[config.mk]
export PLATFORM = sky130hd
export DESIGN_NAME = wdt_guard
export DESIGN_NICKNAME = d
export VERILOG_FILES = /design/src/rtl/wdt_guard_pkg.sv /design/src/rtl/wdt_unlock.sv /design/src/rtl/wdt_prescale.sv /design/src/rtl/wdt_guard.sv
export SDC_FILE = /design/constraint.sdc
export NUM_CORES = 1
export LEC_CHECK = 0
export CAP_MARGIN = 30
export CORE_AREA = 10 10 71 73
export DETAILED_ROUTE_END_ITERATION = 6
export DIE_AREA = 0 0 81 83
export DONT_BUFFER_PORTS = 1
export GPL_TIMING_DRIVEN = 1
export MAX_ROUTING_LAYER = met4
export PLACE_DENSITY_LB_ADDON = 0.3
export SLEW_MARGIN = 40
export SYNTH_ARGS = -nofsm -noshare
export SYNTH_HDL_FRONTEND = slang
export SYNTH_SLANG_ARGS = --single-unit
[constraint.sdc]
create_clock -name clk -period 3.9 [get_ports clk]
set_clock_uncertainty 0.1 [all_clocks]
set_input_delay 0.585 -clock clk [delete_from_list [all_inputs] [get_ports clk]]
set_output_delay 0.585 -clock clk [all_outputs]
set_load 0.05 [all_outputs]
[src/rtl/wdt_guard_pkg.sv]
package wdt_guard_pkg;
    localparam int PER_W   = 4;
    localparam int BIT_EN  = 4;
    localparam int BIT_IRQ = 5;
    localparam int BIT_FLG = 6;

    typedef struct packed {
        logic             en;
        logic             irqm;
        logic             flag;
        logic [PER_W-1:0] per;
        logic             rst_req;
    } wdt_state_t;
endpackage

[src/rtl/wdt_unlock.sv]
module wdt_unlock #(
    parameter logic [7:0] SIG_VALUE  = 8'hD8,
    parameter int         WIN_CYCLES = 4
) (
    input  logic       clk,
    input  logic       rst_n,
    input  logic       prot_wr,
    input  logic       ctrl_wr,
    input  logic [7:0] wr_data,
    output logic       win_open
);
    localparam int WW = $clog2(WIN_CYCLES + 1);

    logic [WW-1:0] cnt_d, cnt_q;
    logic          key_ok;

    assign key_ok   = prot_wr && (wr_data == SIG_VALUE);
    assign win_open = (cnt_q != '0);

    always_comb begin
        cnt_d = cnt_q;
        if (key_ok)
            cnt_d = WW'(WIN_CYCLES);
        else if (ctrl_wr)
            cnt_d = '0;
        else if (cnt_q != '0)
            cnt_d = cnt_q - 1'b1;
    end

    always_ff @(posedge clk or negedge rst_n) begin
        if (!rst_n) cnt_q <= '0;
        else        cnt_q <= cnt_d;
    end

    // key opens, control write closes, nothing else opens
    p_key_opens_r5: assert property (@(posedge clk) disable iff (!rst_n)
        key_ok |=> win_open);
    p_ctrl_closes_r5: assert property (@(posedge clk) disable iff (!rst_n)
        ctrl_wr |=> !win_open);
    p_no_spurious_r5: assert property (@(posedge clk) disable iff (!rst_n)
        (!win_open && !key_ok) |=> !win_open);
endmodule

[src/rtl/wdt_prescale.sv]
module wdt_prescale
    import wdt_guard_pkg::*;
#(
    parameter int BASE_EXP = 11,
    parameter int MAX_CODE = 9
) (
    input  logic             clk,
    input  logic             rst_n,
    input  logic             run,
    input  logic             clear,
    input  logic             tick,
    input  logic [PER_W-1:0] per,
    output logic             expire
);
    localparam int CW   = BASE_EXP + MAX_CODE;
    localparam int NSEL = 1 << PER_W;

    logic [CW-1:0] lim_tab [NSEL];
    logic [CW-1:0] last;
    logic [CW-1:0] cnt_d, cnt_q;

    for (genvar g = 0; g < NSEL; g++) begin : g_lim
        localparam int EXP = BASE_EXP + ((g > MAX_CODE) ? MAX_CODE : g);
        assign lim_tab[g] = CW'((64'd1 << EXP) - 64'd1);
    end

    assign last   = lim_tab[per];
    assign expire = run && tick && !clear && (cnt_q == last);

    always_comb begin
        cnt_d = cnt_q;
        if (clear || !run || expire)
            cnt_d = '0;
        else if (tick)
            cnt_d = cnt_q + 1'b1;
    end

    always_ff @(posedge clk or negedge rst_n) begin
        if (!rst_n) cnt_q <= '0;
        else        cnt_q <= cnt_d;
    end

    // count never passes the selected limit
    p_cnt_bound_r2: assert property (@(posedge clk) disable iff (!rst_n)
        cnt_q <= last);
    // no tick, no advance
    p_hold_no_tick_r10: assert property (@(posedge clk) disable iff (!rst_n)
        (run && !tick && !clear) |=> $stable(cnt_q));
    // clear returns to zero
    p_clear_zero_r8: assert property (@(posedge clk) disable iff (!rst_n)
        clear |=> (cnt_q == '0));
endmodule

[src/rtl/wdt_guard.sv]
module wdt_guard
    import wdt_guard_pkg::*;
#(
    parameter logic [7:0] SIG_VALUE  = 8'hD8,
    parameter int         WIN_CYCLES = 4,
    parameter int         BASE_EXP   = 11,
    parameter int         MAX_CODE   = 9
) (
    input  logic       clk,
    input  logic       rst_n,
    input  logic       osc_tick,
    input  logic       fuse_lvl2,
    input  logic       kick,
    input  logic       wr_en,
    input  logic       wr_sel,
    input  logic [7:0] wr_data,
    output logic [7:0] ctrl_rd,
    output logic       rst_req,
    output logic       irq
);
    wdt_state_t       st_d, st_q;
    logic             prot_wr, ctrl_wr, win_open, expire, run, clear;
    logic             en_nxt, irqm_nxt;
    logic [PER_W-1:0] per_nxt;

    assign prot_wr = wr_en && !wr_sel;
    assign ctrl_wr = wr_en && wr_sel;
    assign run     = st_q.en || fuse_lvl2;

    wdt_unlock #(.SIG_VALUE(SIG_VALUE), .WIN_CYCLES(WIN_CYCLES)) u_unlock (
        .clk(clk), .rst_n(rst_n), .prot_wr(prot_wr), .ctrl_wr(ctrl_wr),
        .wr_data(wr_data), .win_open(win_open)
    );

    // configuration write decode per safety level
    always_comb begin
        en_nxt   = st_q.en;
        irqm_nxt = st_q.irqm;
        per_nxt  = st_q.per;
        if (ctrl_wr) begin
            if (!fuse_lvl2) begin
                per_nxt  = wr_data[PER_W-1:0];
                irqm_nxt = wr_data[BIT_IRQ];
                if (wr_data[BIT_EN])
                    en_nxt = 1'b1;
                else if (win_open)
                    en_nxt = 1'b0;
            end else if (win_open) begin
                per_nxt  = wr_data[PER_W-1:0];
                irqm_nxt = wr_data[BIT_IRQ];
            end
        end
    end

    assign clear = kick || (per_nxt != st_q.per) || (en_nxt != st_q.en);

    wdt_prescale #(.BASE_EXP(BASE_EXP), .MAX_CODE(MAX_CODE)) u_pre (
        .clk(clk), .rst_n(rst_n), .run(run), .clear(clear), .tick(osc_tick),
        .per(st_q.per), .expire(expire)
    );

    always_comb begin
        st_d         = st_q;
        st_d.en      = en_nxt;
        st_d.irqm    = irqm_nxt;
        st_d.per     = per_nxt;
        st_d.rst_req = 1'b0;
        if (ctrl_wr && wr_data[BIT_FLG])
            st_d.flag = 1'b0;
        if (expire) begin
            if (st_q.irqm) st_d.flag    = 1'b1;
            else           st_d.rst_req = 1'b1;
        end
    end

    always_ff @(posedge clk or negedge rst_n) begin
        if (!rst_n) st_q <= '0;
        else        st_q <= st_d;
    end

    assign ctrl_rd = {1'b0, st_q.flag, st_q.irqm, run, st_q.per};
    assign rst_req = st_q.rst_req;
    assign irq     = st_q.flag;

    // level 2 always reports enabled
    p_lvl2_en_r6: assert property (@(posedge clk) disable iff (!rst_n)
        fuse_lvl2 |-> ctrl_rd[BIT_EN]);
    // level 1 cannot be switched off outside the window
    p_l1_disable_r4: assert property (@(posedge clk) disable iff (!rst_n)
        (!fuse_lvl2 && st_q.en && !win_open) |=> st_q.en);
    // level 2 period locked outside the window
    p_l2_period_r7: assert property (@(posedge clk) disable iff (!rst_n)
        (fuse_lvl2 && !win_open) |=> $stable(st_q.per));
    // interrupt mode never requests reset
    p_irq_no_reset_r9: assert property (@(posedge clk) disable iff (!rst_n)
        rst_req |-> !$past(st_q.irqm));
    // reset request is a single-cycle pulse
    p_pulse_r2: assert property (@(posedge clk) disable iff (!rst_n)
        rst_req |=> !rst_req);
endmodule

==> results.json, run 1 <==
{
  "outcome": "finished, final reports clean",
  "synth_area_leader_cell": "dfrtp_1",
  "cap_violations": 0,
  "postCtsResizedCells": 0,
  "slew_headroom_pct": 46.5,
  "cts_buffers": 5,
  "cts_sinks": 31,
  "grt_pass1_wl_mm": 6.33,
  "dp_hpwl_mm": 2.81,
  "setup_viol": 0,
  "cts-root-buf": "clkbuf_8",
  "grt.total_usage_pct": 11.8,
  "syn_to_final_growth_pct": 2.50,
  "cp_slowest_stage_delay_ns": 0.81,
  "max_freq_mhz": 398,
  "yosysSeqAreaShare_pct": 39.7,
  "crit_arrival_ns": 2.55,
  "fin_setup_tns_ns": 0,
  "clk_pin_slew_ns": 0.07,
  "hold_violations": 0,
  "start_util_pct": 53.7,
  "drc": 0,
  "critPathRequiredTime_ns": 3.93,
  "pin_count": 25,
  "tritoncts": "done",
  "synth.avg_cell_area_um2": 9.76,
  "drive_above_1_share_pct": 14.0,
  "die_height_um": 83,
  "crit_type": "register to register",
  "numPortBuffers": 0,
  "h-tree-depth": 2,
  "syn_inst": 200,
  "synth_top_area_share_pct": 39.7,
  "slowest_stage": "dfrtp_1",
  "synth.most_common_cell": "dfrtp_1",
  "max-clock-path-buffers": 2,
  "gp_congestion": 0.881,
  "synth_commonest_cells": "dfrtp_1 (31), nor2_1 (28), xnor2_1 (16), nand2_1 (15)",
  "drt-initial-drc-count": 74,
  "grt.overflow.total": 0,
  "ys_ff_latch": 31,
  "wl_per_cell_um": 15.4,
  "rsz0062_at_grt": "no",
  "worst_pin_slew_ns": 0.802,
  "min_period_ns": 2.52,
  "synth_flop_cell": "dfrtp_1",
  "post_cts_buffers": 0,
  "grt_pass1_vias": 1389,
  "postCtsHoldBufs": 1,
  "dieArea_mm2": 0.00672,
  "die_x_um": 81,
  "reg2regPathDepth": 5,
  "antenna_found_initial": 0,
  "async_flop_share_pct": 100,
  "ant_nets": 0,
  "dr.pass1.iters": 4,
  "ir_drop_mv": 0.191,
  "drt-total-wl_mm": 3.72,
  "path_common_cell": "a211oi_1",
  "ys_top_cells_by_area": "dfrtp_1 (40%), xnor2_1 (7.2%), nor2_1 (5.4%)",
  "cp_max_fo": 15,
  "antennaDiodeCount": 0,
  "ys_types": 51,
  "startpoint_type": "register",
  "grt_max_degree": 32,
  "p_leak_uw": 0.000804,
  "yosys_warnings": 0,
  "worstSetupEndpointType": "register",
  "vias": 1369,
  "rows": 22,
  "slew_viol_final": 0,
  "mappedNetlistArea_mm2": 0.00195,
  "vias_per_cell": 5.68,
  "syn-num-nets": 218,
  "finalPower_uw": 972,
  "synth_enable_flop_cells": 0,
  "powerDensity_mw_per_mm2": 486,
  "fin_nets": 210,
  "insertion_delay_ns": 0.28,
  "min_period_over_period_pct": 64.5,
  "cp_cell_sequence": "a211oi_1 > a211oi_1 > o2111ai_1 > o31ai_4 > nor2_1",
  "core_area_mm2": 0.00363,
  "hold_path_class": "primary input to async pin"
}
==> cell usage in the layout, fill, tap and decap left out, drive strengths merged, types with 3 or more instances in the layout <==
cell and instances:
dfrtp 31, nor2 29, xnor2 16, nand2 15, inv 10, xor2 10, nand3 7, clkbuf 7
nand4 7, o21ai 5, a21oi 4, nor3 4, nor4 4, o31ai 4, mux2 3, nand2b 3
ha 3
==> cells by family after synthesis <==
group | share of synthesized area [%]
muxes | 2.24
buffers and inverters | 8.40
adders and majority gates | 1.92
AOI/OAI and AO/OA | 11.4
and+or+nand+nor | 24.4
xor gates and xnor gates | 11.7
DFF | 39.7
other | 0.192
==> path summary, 6_finish.rpt <==
kind                                      start                             to  slack [ns]
setup / recovery           ctrl_rd[0]$_DFF_PN0_    u_pre.cnt_q[15]$_DFFE_PN0P_        1.38
hold / removal                            rst_n  u_unlock.cnt_q[2]$_DFFE_PN0P_        0.01
setup reg to reg           ctrl_rd[0]$_DFF_PN0_    u_pre.cnt_q[15]$_DFFE_PN0P_        1.38
hold reg to reg               st_q[7]$_DFF_PN0_              st_q[7]$_DFF_PN0_        0.43
max in group asynchronous                 rst_n           ctrl_rd[2]$_DFF_PN0_        3.50
min in group clk                         wr_sel  u_unlock.cnt_q[2]$_DFFE_PN0P_        0.28
==> worst max-delay path, delay by kind of cell (launching register included) <==
family | cells | cell delay (ns)
DFF | 1 | 0.81
AOI/OAI and AO/OA | 4 | 1.33
and+or+nand+nor | 1 | 0.13
==> sequential cells by signal, summed over array words and instances (netlist names) <==
name / flops
ctrl_rd: 5
irq: 1
u_pre.cnt_q: 20
st_q: 1
u_unlock.cnt_q: 3
rst_req: 1
==> power breakdown <==
| group | total, uW | switching [uW] | internal [uW] |
|---|---|---|---|
| sequential | 482 | 124 | 358 |
| clock | 257 | 115 | 142 |
| combinational | 233 | 125 | 108 |
==> through the flow <==
step	hold slack (ns)	setup WS, ns	util [%]	instance area (um2)	cells
after floorplan	0.189	1.80	-	1950	200
after global placement	0.190	1.43	51.9	1890	232
after detailed placement	0.191	1.31	51.9	1890	232
final	0.0147	1.38	55.1	2000	241
after global routing	0.0215	1.17	55.1	2000	241
after CTS	0.0186	1.30	55.0	2000	241
==> metal layers <==
metal	global-route usage, %	wire length [um]	part of all wire [%]
met5	-	0	0
met4	4.38	57	1.5
met1	13.6	1600	43
met2	17.0	1640	44
met3	5.82	418	11
==> cell type report <==
class,count,area (um2)
Timing Repair Buffer,1,20.0
Clock buffer,7,86.3
Multi-Input combinational cell,143,1010
Fill cell,334,1630
Clock inverter,1,5.00
Tap cell,48,60.1
Inverter,10,37.5
Sequential cell,31,779
No activity file was read; power rests on OpenSTA's default activity.
==> inputs of run 2 (changes only) <==
- ABC_AREA: not set -> 1
- CORE_AREA: 10 10 71 73 -> 10 10 73 75
- DIE_AREA: 0 0 81 83 -> 0 0 83 85
- clock period: 3.9 -> 2.6 ns (I/O delays scaled with it)
==> run 2 against run 1 <==
  * Cell count grew 37%
  * Synthesized cell count grew 39%
  * Sequential share of layout area shrank 3.3 points
  * Combinational power grew 110%
  * Non-clock buffer count grew 6
  * Via count grew 22%
  * Register-to-register slack lost 0.94 ns
  * Clock power grew 39%
  * Count of clock-buffer cells in the layout is the same
  * Critical path type unchanged
  * Largest power group unchanged
==> results.json, run 2 <==
{
  "outcome": "finished, final reports clean",
  "vias_per_cell": 5.06,
  "drc": 0,
  "worstSetupEndpointType": "register",
  "syn_inst": 278,
  "postCtsResizedCells": 0,
  "rows": 23,
  "fin_setup_tns_ns": 0,
  "drive_above_1_share_pct": 15.8,
  "max_freq_mhz": 465,
  "finalWorstSetupSlack_ns": 0.448,
  "wl_per_cell_um": 12.5,
  "drt-initial-drc-count": 154,
  "die_x_um": 83,
  "dieArea_mm2": 0.00706,
  "start_util_pct": 53.0,
  "top_register": "u_pre.cnt_q",
  "ys_ff_latch": 31,
  "synth.avg_cell_area_um2": 7.47,
  "hold_violations": 0,
  "grt.total_usage_pct": 12.2,
  "min_period_ns": 2.15,
  "powerDensity_mw_per_mm2": 675,
  "max-clock-path-buffers": 2,
  "min_period_over_period_pct": 82.8,
  "drt-total-wl_mm": 4.13,
  "antennaDiodeCount": 0,
  "post_cts_buffers": 0,
  "crit_type": "register to register",
  "dp_hpwl_mm": 3.11,
  "startpoint_type": "register",
  "grt.overflow.total": 0,
  "mappedNetlistArea_mm2": 0.00208,
  "p_leak_uw": 0.000987,
  "h-tree-depth": 2,
  "grt_pass1_vias": 1532,
  "grt_pass1_wl_mm": 7.07,
  "antenna_found_initial": 0,
  "synth_area_leader_cell": "dfrtp_1",
  "cp_cell_sequence": "inv_1 > ha_1 > inv_1 > nor2_4 > nand2_4 > nand2_2 > inv_1 > nand3_1 > nand2_1 > inv_1 > nand2_1 > nor2_4 > nand2_2 > buf_4 > nor2_2",
  "slew_viol_final": 0,
  "grt_max_degree": 32,
  "hold_path_class": "primary input to register",
  "ant_nets": 0,
  "clk_pin_slew_ns": 0.06,
  "cts-root-buf": "clkbuf_8",
  "async_flop_share_pct": 100,
  "synth_top_area_share_pct": 37.4,
  "fin_cells": 329,
  "yosys_warnings": 0,
  "setup_viol": 0,
  "cts_sinks": 31,
  "crit_family": "simple AND/OR/NAND/NOR gates",
  "vias": 1666,
  "mostFrequentLayoutCells": "nand2_1 (63), inv_1 (39), dfrtp_1 (30), nor2_1 (25), nor2_2 (21)",
  "numPortBuffers": 0,
  "ys_top_cells_by_area": "dfrtp_1 (37%), nand2_1 (11%), inv_1 (7.1%)",
  "crit_arrival_ns": 2.26,
  "slowest_stage": "dfrtp_1",
  "largest_reg_flops": 20,
  "synth_commonest_cells": "nand2_1 (63), inv_1 (39), dfrtp_1 (31), nor2_1 (25), nor2_2 (21)",
  "rsz0062_at_grt": "no",
  "synth_enable_flop_cells": 0,
  "insertion_delay_ns": 0.28,
  "timing.hold.ws_ns": 0.130,
  "layout_commonest_cell": "nand2_1",
  "fin_nets": 296,
  "pin_count": 25,
  "placed_cells": 319,
  "yosysSeqAreaShare_pct": 37.4,
  "ys_types": 29,
  "dp_slack_ns": 0.471,
  "cp_num_buf_inv": 5,
  "slew_headroom_pct": 63.2,
  "ir_drop_mv": 0.325,
  "syn_to_final_growth_pct": 5.06,
  "path_common_cell": "inv_1",
  "reg2reg_slack_ns": 0.45,
  "cap_violations": 0,
  "die_height_um": 85,
  "tritoncts": "done",
  "cp_max_fo": 20,
  "cp_slowest_stage_delay_ns": 0.37,
  "dr.pass1.iters": 4,
  "critPathRequiredTime_ns": 2.71,
  "gp_congestion": 0.870,
  "synth_flop_cell": "dfrtp_1",
  "worst_pin_slew_ns": 0.551,
  "syn-num-nets": 296,
  "core_area_mm2": 0.00391,
  "cts_buffers": 5,
  "synth.most_common_cell": "nand2_1"
}
-- run 2: changes by cell type after synthesis, sizes merged, moves of 4 or more --
cell	delta
inv	+29
nand2	+51
nand3	+10
nand4	+4
nor2	+21
nor3	+4
nor4	-4
o21ai	+6
xnor2	-11
-- run 2: area by class of cell --
| type | instances | area (um2) |
|---|---|---|
| multi-input cells | 194 | 1050 |
| clock buffers | 7 | 76.3 |
| flip-flops and latches | 31 | 777 |
| inverters | 39 | 146 |
| fillers | 385 | 1730 |
| well taps | 50 | 62.6 |
| repair buffers | 7 | 67.6 |
| clock inverters | 1 | 5.00 |
-- run 2: power breakdown --
group / leakage [uW] / switching [uW] / internal (uW) / total (uW)
Sequential: 0.000411 / 86.0 / 537 / 623
Combinational: 0.000534 / 333 / 158 / 491
Clock: 0.0000422 / 170 / 187 / 358
Total: 0.000987 / 589 / 882 / 1470
-- run 2: metal layers --
layer / GRT usage (%) / share of wire, % / vias up
met3: 3.92 / 4.5 / 6
li1: - / - / 863
met5: - / 0 / -
met2: 17.8 / 45 / 23
met4: 4.64 / 1.6 / 0
met1: 15.3 / 49 / 774
-- run 2: cells by family after synthesis --
kind of cell / share of synthesized area (%)
buf+inv: 12.2
compound gates: 4.52
xor+xnor: 7.59
flops: 37.4
simple gates: 35.8
mux: 0.482
fa+ha+maj: 1.81
other cells: 0.181
-- run 2: worst register-to-register path, delay by kind of cell (launching register included) --
kind,cells,cell delay [ns]
adders and majority gates,1,0.15
buffers and inverters,5,0.54
DFF,1,0.37
and+or+nand+nor,9,0.92
-- run 2: timing repair --
item	4_1_cts	5_1_grt
hold buffers	2	0
hold endpoints to repair	31	0
endpoints found under the setup margin	0	0
-- run 2: through the flow --
step                utilization (%)  cell area, um2  total power [uW]
finish                         55.7            2180              1470
global route                   55.7            2180              1570
CTS                            55.7            2180              1490
detailed placement             52.9            2070              1110
global placement               52.8            2070              1100
floorplan                         -            2080              1070
-- run 2: path summary, 6_finish.rpt --
| kind | start | end | cells past startpoint |
|---|---|---|---|
| setup / recovery | u_unlock.cnt_q[0]$_DFFE_PN0P_ | u_pre.cnt_q[6]$_DFFE_PN0P_ | 15 |
| hold / removal | wr_data[5] | ctrl_rd[5]$_DFFE_PN0P_ | 2 |
| setup reg to reg | u_unlock.cnt_q[0]$_DFFE_PN0P_ | u_pre.cnt_q[6]$_DFFE_PN0P_ | 15 |
| hold reg to reg | u_unlock.cnt_q[0]$_DFFE_PN0P_ | u_unlock.cnt_q[0]$_DFFE_PN0P_ | 2 |
| max in group asynchronous | rst_n | irq$_DFF_PN0_ | 2 |
| min in group asynchronous | rst_n | u_pre.cnt_q[7]$_DFFE_PN0P_ | 2 |
